`config.mk`:
```
export PLATFORM = sky130hd
export DESIGN_NAME = hb_spi_port
export DESIGN_NICKNAME = d
export VERILOG_FILES = /design/src/rtl/hb_spi_pkg.sv /design/src/rtl/hb_spi_sync.sv /design/src/rtl/hb_spi_shift.sv /design/src/rtl/hb_spi_ctrl.sv /design/src/rtl/hb_spi_port.sv
export SDC_FILE = /design/constraint.sdc
export NUM_CORES = 1
export LEC_CHECK = 0
export BUFFER_PORTS_ARGS = -buffer_cell sky130_fd_sc_hd__buf_2
export CAP_MARGIN = 5
export CELL_PAD_IN_SITES_DETAIL_PLACEMENT = 2
export CELL_PAD_IN_SITES_GLOBAL_PLACEMENT = 2
export CORE_AREA = 2 2 81 83
export CTS_CLUSTER_DIAMETER = 150
export CTS_CLUSTER_SIZE = 16
export DETAILED_ROUTE_END_ITERATION = 7
export DIE_AREA = 0 0 83 85
export GPL_TIMING_DRIVEN = 0
export PLACE_DENSITY = 0.85
export SLEW_MARGIN = 20
export SYNTH_ARGS = -nofsm -noshare
export SYNTH_HDL_FRONTEND = slang
export SYNTH_SLANG_ARGS = --single-unit
```
`constraint.sdc`:
```
create_clock -name clk -period 3.8 [get_ports clk]
set_input_delay 0.57 -clock clk [delete_from_list [all_inputs] [get_ports clk]]
set_output_delay 0.57 -clock clk [all_outputs]
set_load 0.02 [all_outputs]
```
`src/rtl/hb_spi_pkg.sv`:
```
package hb_spi_pkg;
   localparam int SRR_POS = 0;
   localparam int DRV_LSB = 1;

   typedef struct packed {
      logic supply_fail;
      logic under_load;
      logic over_cur;
      logic shoot_thru;
      logic therm_warn;
   } hb_flt_t;
endpackage

```
`src/rtl/hb_spi_sync.sv`:
```
module hb_spi_sync #(
   parameter int           WIDTH   = 1,
   parameter int           STAGES  = 2,
   parameter logic [WIDTH-1:0] RST_VAL = '0
) (
   input  logic             clk,
   input  logic             rst_n,
   input  logic [WIDTH-1:0] d,
   output logic [WIDTH-1:0] q
);
   generate
      if (STAGES < 2) begin : g_bad_stages
         $error("hb_spi_sync: STAGES must be at least 2");
      end
   endgenerate

   logic [STAGES-1:0][WIDTH-1:0] stg;

   always_ff @(posedge clk or negedge rst_n) begin
      if (!rst_n) begin
         for (int i = 0; i < STAGES; i++) stg[i] <= RST_VAL;
      end else begin
         stg[0] <= d;
         for (int i = 1; i < STAGES; i++) stg[i] <= stg[i-1];
      end
   end

   assign q = stg[STAGES-1];
endmodule

```
`src/rtl/hb_spi_shift.sv`:
```
module hb_spi_shift #(
   parameter int WORD_W         = 16,
   parameter bit CHECK_SCLK_LOW = 1'b1
) (
   input  logic              clk,
   input  logic              rst_n,
   input  logic              cs_q,
   input  logic              sclk_q,
   input  logic              mosi_q,
   input  logic [WORD_W-1:0] status_word,
   output logic              miso,
   output logic              miso_oe,
   output logic              frame_ok,
   output logic [WORD_W-1:0] frame_word
);
   localparam int              CNT_W    = $clog2(WORD_W);
   localparam logic [CNT_W-1:0] CNT_LAST = CNT_W'(WORD_W - 1);

   logic              cs_d, sclk_d, active, seen, smp;
   logic [CNT_W-1:0]  cnt;
   logic [WORD_W-1:0] sr;
   logic              cs_fall, cs_rise, sclk_rise, sclk_fall, sclk_ok;

   assign cs_fall   = cs_d & ~cs_q;
   assign cs_rise   = ~cs_d & cs_q;
   assign sclk_rise = ~sclk_d & sclk_q & ~cs_q & active;
   assign sclk_fall = sclk_d & ~sclk_q & ~cs_q & active & seen;

   generate
      if (CHECK_SCLK_LOW) begin : g_sclk_chk
         assign sclk_ok = ~sclk_q;
      end else begin : g_sclk_free
         assign sclk_ok = 1'b1;
      end
   endgenerate

   always_ff @(posedge clk or negedge rst_n) begin
      if (!rst_n) begin
         cs_d   <= 1'b1;
         sclk_d <= 1'b0;
         active <= 1'b0;
         seen   <= 1'b0;
         smp    <= 1'b0;
         cnt    <= '0;
         sr     <= '0;
      end else begin
         cs_d   <= cs_q;
         sclk_d <= sclk_q;
         if (cs_fall) begin
            active <= 1'b1;
            seen   <= 1'b0;
            cnt    <= '0;
            sr     <= status_word;
         end else if (cs_rise) begin
            active <= 1'b0;
            seen   <= 1'b0;
            cnt    <= '0;
         end else begin
            if (sclk_rise) begin
               smp  <= mosi_q;
               seen <= 1'b1;
               cnt  <= (cnt == CNT_LAST) ? '0 : cnt + CNT_W'(1);
            end
            if (sclk_fall) sr <= {smp, sr[WORD_W-1:1]};
         end
      end
   end

   assign frame_ok   = cs_rise & active & seen & (cnt == '0) & sclk_ok;
   assign frame_word = sr;
   assign miso       = active & sr[0];
   assign miso_oe    = active;
endmodule

```
`src/rtl/hb_spi_ctrl.sv`:
```
module hb_spi_ctrl #(
   parameter int WORD_W = 16
) (
   input  logic              clk,
   input  logic              rst_n,
   input  logic              frame_ok,
   input  logic [WORD_W-1:0] frame_word,
   output logic [WORD_W-1:0] cmd_q,
   output logic              valid_q,
   output logic              clr_q
);
   import hb_spi_pkg::*;

   always_ff @(posedge clk or negedge rst_n) begin
      if (!rst_n) begin
         cmd_q   <= '0;
         valid_q <= 1'b0;
         clr_q   <= 1'b0;
      end else begin
         valid_q <= frame_ok;
         clr_q   <= frame_ok & frame_word[SRR_POS];
         if (frame_ok) cmd_q <= frame_word;
      end
   end
endmodule

```
`src/rtl/hb_spi_port.sv`:
```
module hb_spi_port #(
   parameter int WORD_W         = 16,
   parameter int N_BRIDGE       = 3,
   parameter int SYNC_STAGES    = 2,
   parameter bit CHECK_SCLK_LOW = 1'b1
) (
   input  logic                  clk,
   input  logic                  rst_n,
   input  logic                  spi_cs_n,
   input  logic                  spi_sclk,
   input  logic                  spi_mosi,
   output logic                  spi_miso,
   output logic                  spi_miso_oe,
   input  logic                  flt_supply,
   input  logic                  flt_underload,
   input  logic                  flt_overcur,
   input  logic                  flt_shoot,
   input  logic                  flt_therm,
   output logic [2*N_BRIDGE-1:0] drv_en,
   output logic                  ovlo_en,
   output logic                  uld_shdn_en,
   output logic                  oc_fast,
   output logic                  sts_clr,
   output logic                  frm_valid,
   output logic [WORD_W-1:0]     cmd_word
);
   import hb_spi_pkg::*;

   localparam int DRV_N    = 2 * N_BRIDGE;
   localparam int DRV_MSB  = DRV_LSB + DRV_N - 1;
   localparam int POS_OVLO = WORD_W - 1;
   localparam int POS_ULD  = WORD_W - 2;
   localparam int POS_OC   = WORD_W - 3;
   localparam int POS_STA  = WORD_W - 4;

   generate
      if (POS_STA <= DRV_MSB) begin : g_bad_width
         $error("hb_spi_port: WORD_W too small for the driver field");
      end
   endgenerate

   logic              cs_q, sclk_q, mosi_q;
   logic [WORD_W-1:0] status_word, frame_word, cmd_q;
   logic              frame_ok;
   hb_flt_t           flt;

   hb_spi_sync #(.WIDTH(3), .STAGES(SYNC_STAGES), .RST_VAL(3'b100)) u_sync (
      .clk   (clk),
      .rst_n (rst_n),
      .d     ({spi_cs_n, spi_sclk, spi_mosi}),
      .q     ({cs_q, sclk_q, mosi_q})
   );

   assign flt = '{supply_fail: flt_supply, under_load: flt_underload,
                  over_cur: flt_overcur, shoot_thru: flt_shoot,
                  therm_warn: flt_therm};

   always_comb begin
      status_word                  = '0;
      status_word[POS_OVLO]        = flt.supply_fail;
      status_word[POS_ULD]         = flt.under_load;
      status_word[POS_OC]          = flt.over_cur;
      status_word[POS_STA]         = flt.shoot_thru;
      status_word[DRV_MSB:DRV_LSB] = cmd_q[DRV_MSB:DRV_LSB];
      status_word[0]               = flt.therm_warn;
   end

   hb_spi_shift #(.WORD_W(WORD_W), .CHECK_SCLK_LOW(CHECK_SCLK_LOW)) u_shift (
      .clk         (clk),
      .rst_n       (rst_n),
      .cs_q        (cs_q),
      .sclk_q      (sclk_q),
      .mosi_q      (mosi_q),
      .status_word (status_word),
      .miso        (spi_miso),
      .miso_oe     (spi_miso_oe),
      .frame_ok    (frame_ok),
      .frame_word  (frame_word)
   );

   hb_spi_ctrl #(.WORD_W(WORD_W)) u_ctrl (
      .clk        (clk),
      .rst_n      (rst_n),
      .frame_ok   (frame_ok),
      .frame_word (frame_word),
      .cmd_q      (cmd_q),
      .valid_q    (frm_valid),
      .clr_q      (sts_clr)
   );

   assign cmd_word    = cmd_q;
   assign drv_en      = cmd_q[DRV_MSB:DRV_LSB];
   assign ovlo_en     = cmd_q[POS_OVLO];
   assign uld_shdn_en = cmd_q[POS_ULD];
   assign oc_fast     = cmd_q[POS_OC];
endmodule

```
# Word-level counts from Yosys, hierarchy flattened
# Index checks and enable logic that the tools add are counted.
op_classes:
  add_sub_neg: 1
  mul: 0
  div_mod_pow: 0
  n_lt_le_gt_ge: 0
  eq_ne: 2
  shift: 0
  n_mux: 12
  bitwise_logic: 21
  n_reduce_logical: 6
op_table:
  columns: ["op", "count"]
  rows:
  - ["$mux W16", 3]
  - ["$mux W4", 4]
  - ["$and A1 B1 Y1", 15]
  - ["$not A1 Y1", 6]
  - ["$mux W1", 5]
  - ["$add A4 B1 Y4 const B", 1]
  - ["$eq A4 B4 Y1 const B", 1]
  - ["$logic_not A4 Y1", 1]
  - ["$reduce_bool A2 Y1", 2]
  - ["$reduce_and A3 Y1", 1]
  - ["$reduce_bool A3 Y1", 1]
  - ["$ne A2 B1 Y1 const B", 1]
  - ["$reduce_and A2 Y1", 1]
totals:
  reg_bits: 49
  latch_bits: 0
  mem_bits_rw: 0
  rom_bits: 0
  inputBits: 10
  out_inout_bits: 29
  elab_cells: 54
  n_memories: 0

# Depth between registers and ports, before layout
depth:
  ltp_word: 8
  depth_mapped: 7
  depth_no_buf: 5

# Modules after synthesis
# From an unflattened synthesis, not the netlist that was laid out.
unflattened:
  cells_unflattened: 195
  hier_area_um2: 2342.2
modules_own_cells:
  columns: ["mod", "n_inst", "cells_each", "area_each_um2", "seq_area_each_um2"]
  rows:
  - ["hb_spi_shift", 1, 139, 1392.6, 626.9]
  - ["hb_spi_ctrl", 1, 37, 703.2, 450.4]
  - ["hb_spi_sync", 1, 9, 175.2, 152.6]
  - ["hb_spi_port", 1, 10, 71.3, 0.0]

# Worst setup path after synthesis
# No wires, ideal clock.
synth_timing:
  path_kind: "reg-to-reg"
  startpoint: "register u_shift.cs_d"
  endpoint: "register u_shift.sr[10] (netlist: u_shift.frame_word[10])"
  arrival_ns: 1.655
  slack_ns: 2.018
  stages_incl_launch_ff: 8
  synth_period_minus_slack_ns: 1.782
  path_cell_list: "dfstp_2 inv_1 ha_1 buf_2 and4bb_1 nand2_1 buf_2 a221o_1"
synth_via:
  elab_chain_cells: 4
synth_lines:
  columns: ["element", "line_no", "source"]
  rows:
  - ["start: declaration", "hb_spi_shift.sv:19", "logic cs_d, sclk_d, active, seen, smp;"]
  - ["start signal: assignment", "hb_spi_shift.sv:47", "cs_d <= cs_q;"]
  - ["$not A1 Y1", "hb_spi_shift.sv:25", "assign cs_rise = ~cs_d & cs_q;"]
  - ["$and A1 B1 Y1", "hb_spi_shift.sv:25", null]
  - ["$ne A2 B1 Y1 (no source line)", null, null]
  - ["$reduce_and A2 Y1 (no source line)", null, null]
  - ["end signal: assignment", "hb_spi_shift.sv:53", "sr <= status_word;"]
  - ["end signal: assignment", "hb_spi_shift.sv:64", "if (sclk_fall) sr <= {smp, sr[WORD_W-1:1]};"]
  - ["end: declaration", "hb_spi_shift.sv:21", "logic [WORD_W-1:0] sr;"]
# Several ways; a longest one is shown, not always the timed one.
# A chain may end at the register's enable or synchronous reset.

# Final worst setup path
layout_timing:
  startpoint: "register u_sync.stg (netlist bit u_sync.q[2])"
  endpoint: "register u_shift.sr[15] (netlist: u_shift.frame_word[15])"
layout_via:
  elab_chain_cells: 6
layout_lines:
  columns: ["element", "line_no", "source"]
  rows:
  - ["start: declaration", "hb_spi_sync.sv:17", "logic [STAGES-1:0][WIDTH-1:0] stg;"]
  - ["$not A1 Y1", "hb_spi_shift.sv:24, hb_spi_shift.sv:27", null]
  - ["$and A1 B1 Y1 (3 in series)", "hb_spi_shift.sv:27", "assign sclk_fall = sclk_d & ~sclk_q & ~cs_q & active & seen;"]
  - ["$reduce_bool A2 Y1 (no source line)", null, null]
  - ["$reduce_and A2 Y1 (no source line)", null, null]
# Several ways; a longest one is shown, not always the timed one.

==> summary.md <==
| Metric | Value |
|---|---|
| Setup Buffers After CTS | 0 |
| Setup tns final | 0 ps |
| DRC violations left | 0 |
| Chip height | 85 µm |
| Max-slew violations | 0 |
| Design area | 2660 µm² |
| Root Driver | clkbuf_8 |
| CTS Buffer Depth | 2 |
| Via density | 5.35 |
| Share of layout cells above drive strength 1 | 35.9% |
| Post-synth top cells | 46 x dfrtp_1, 13 x a211oi_1, 12 x nor2_1 |
| # diodes | 0 |
| CTS clk-pin slew, worst paths | 90 ps |
| Max IR drop VDD | 0.289 mV |
| Worst-path maximum fanout | 10 |
| Worst setup EP type | flop |
| Final Net Count | 248 |
| H-Tree Level Count | 2 |
| Cell area power density | 526 nW/µm² |
| Required @ worst endpoint | 4000 ps |
| Die area | 7060 µm² |
| Iteration-0 DRC Markers | 94 |
| I/O Buffers | 38 |
| Sequential-to-total area share from yosys stat | 54.6% |
| Finish-stage setup viols | 0 |
| Met1 usage | 21.8% |
| Gr ovfl total | 0 |
| Routed len/inst | 17.8 µm |
| CTS tree | built |
| Clk_lat worst skew | 310 ps |
| Post-synth ARST share | 100% |
| Fin crit period | 2040 ps |
| Final hold violations | 0 |
| Synthesized net count | 203 |
| Cell area after placement | 2540 µm² |
| CTS Sinks | 49 |
| Largest net degree at the start of global routing | 50 |
| Hold-fix buffers at CTS | 0 |
| Run status | finished clean |
| Peak Freq | 0.489 GHz |
| Die width | 83 µm |
| Leakage | 1.35 nW |
| Synth cell types | 38 |
| Met3 global-route usage | 3.50% |
| Yosys reg bits | 49 |
| HP Class | input pin to asynchronous set/reset pin |
| Yosys top cell by area | dfrtp_1 |
| Slew @ Worst Pin | 632 ps |
| Critical Path AT | 2250 ps |
| Main area contributors after synthesis | dfrtp_1 51%, mux2_4 5.3%, mux2_2 5.0%, a211oi_1 4.3%, dfstp_2 3.5% |
| GR peak layer | met2 |
| First-pass GRT wire length | 9.58 mm |
| Post-CTS sizing | 0 |
| Antenna violations before repair | 0 |
| RD Place Congestion | 0.739 |
| Synth Flop Type | dfrtp_1 |
| Synth Area per Inst | 12.0 µm² |
| EDFF count, synth | 0 |
| Initial core utilization | 36.3% |
| Most numerous cell in the Yosys netlist | dfrtp_1 |
| FF-to-FF setup slack | 1760 ps |
| Slew HR | 57.9% |
| Crit path kind | flop to flop |
| Cell Area, Synth | 2250 µm² |
| Final WL | 5.55 mm |
| HPWL Detailed | 3.97 mm |
| GRT Overall Usage | 17.0% |
| Cell count after synthesis | 188 |
| Final clock skew | 5.94 ps |
| Vias in the first global route | 1815 |
| Max-Cap Viols | 0 |
| GR Layer Usage met2 | 29.2% |
| Post-route ant nets | 0 |
| Drt pass-1 iters | 4 |
| RSZ-0062 raised after global routing | false |
| # rows | 29 |
| Area Overhead vs Synth | 18.0% |
| Synth warn | 0 |
| Type of origin of the critical path | flop |
| Fin crit share | 53.8% |
| Via count | 1664 |
| Top cell type's share of synthesized area | 51.1% |
| Filler cell count | 650 |
| Total CTS buffers | 5 |
| # IOs | 39 |
| Core Region | 6200 µm² |
[cells by family (layout without fill, tap and decap cells)]
group | Yosys count | in the layout | synth area share (%)
AOI/OAI and AO/OA | 37 | 37 | 11.8
adders and majority gates | 5 | 5 | 2.77
buffers and inverters | 29 | 75 | 6.88
DFF | 49 | 49 | 54.6
muxes | 19 | 19 | 10.8
and+or+nand+nor | 49 | 49 | 13.2
[layout by cell type (no fill, tap or decap), types with 6 or more instances in the layout]
cell,netlist,final
buf_4,9,10
a211oi_1,13,13
nor2_1,12,12
o22ai_1,10,10
nand2_1,6,6
inv_1,10,10
mux2_2,10,10
buf_2,4,41
mux2_4,8,8
and3_1,7,7
dfrtp_1,46,46
clkbuf_8,0,6
[metrics by stage]
stage	std cells	hold slack (ps)	power, W	util, %	worst slack, ps
floorplan	188	274	0.000892	-	2020
global placement	303	333	0.00100	41.0	1850
detailed placement	303	344	0.00102	41.0	1730
CTS	311	342	0.00142	42.8	1700
global route	311	311	0.00148	42.9	1570
finish	311	283	0.00140	42.9	1760
[report_power, final]
| part | switching, W | total (W) | internal (W) | leakage, nW |
|---|---|---|---|---|
| logic | 0.000190 | 0.000344 | 0.000153 | 0.662 |
| clock network | 0.000176 | 0.000390 | 0.000215 | 0.0585 |
| registers | 0.0000677 | 0.000664 | 0.000596 | 0.628 |
[flip-flops by register name (all words and copies together) (netlist names)]
signal,flops
u_shift.miso_oe,1
u_sync.stg,3
u_shift.cs_d,1
u_shift.seen,1
u_shift.frame_word,16
u_shift.cnt,4
u_shift.sclk_d,1
u_ctrl.valid_q,1
u_ctrl.cmd_q,16
u_shift.smp,1
u_ctrl.clr_q,1
u_sync.q,3
[worst paths after layout]
| kind | endpoint | start | depth (start not counted) |
|---|---|---|---|
| setup / recovery | u_shift.frame_word[15] | u_sync.q[2] | 6 |
| hold / removal | u_shift.frame_word[3] | rst_n | 1 |
| setup reg to reg | u_shift.frame_word[15] | u_sync.q[2] | 6 |
| hold reg to reg | u_sync.q[2] | u_sync.stg[2] | 0 |
| max in group asynchronous | u_shift.seen | rst_n | 1 |
| min in group clk | u_sync.stg[2] | spi_cs_n | 1 |
[final cells by class]
cell class | instances | area (µm²) | area share [%]
Clock buffer | 7 | 86.3 | 3.25
Buffer | 18 | 114 | 4.28
Inverter | 11 | 41.3 | 1.55
Clock inverter | 1 | 30.0 | 1.13
Tap cell | 77 | 96.3 | 3.62
Timing Repair Buffer | 38 | 193 | 7.24
Sequential cell | 49 | 1230 | 46.2
Multi-Input combinational cell | 110 | 870 | 32.7
[worst max-delay path, stage by stage (launching register included)]
cell and delay, ps:
dfstp_2 600, ha_1 150, buf_2 200, nand2b_1 170, clkbuf_1 410, o22ai_1 160
a211oi_1 250
[per-layer routing]
metal	part of all wire, %	routed length [µm]
met5	0	0
met2	51	2840
met1	44	2430
met4	1.3	74
met3	3.8	212
Power figures use the tool's default switching activity.
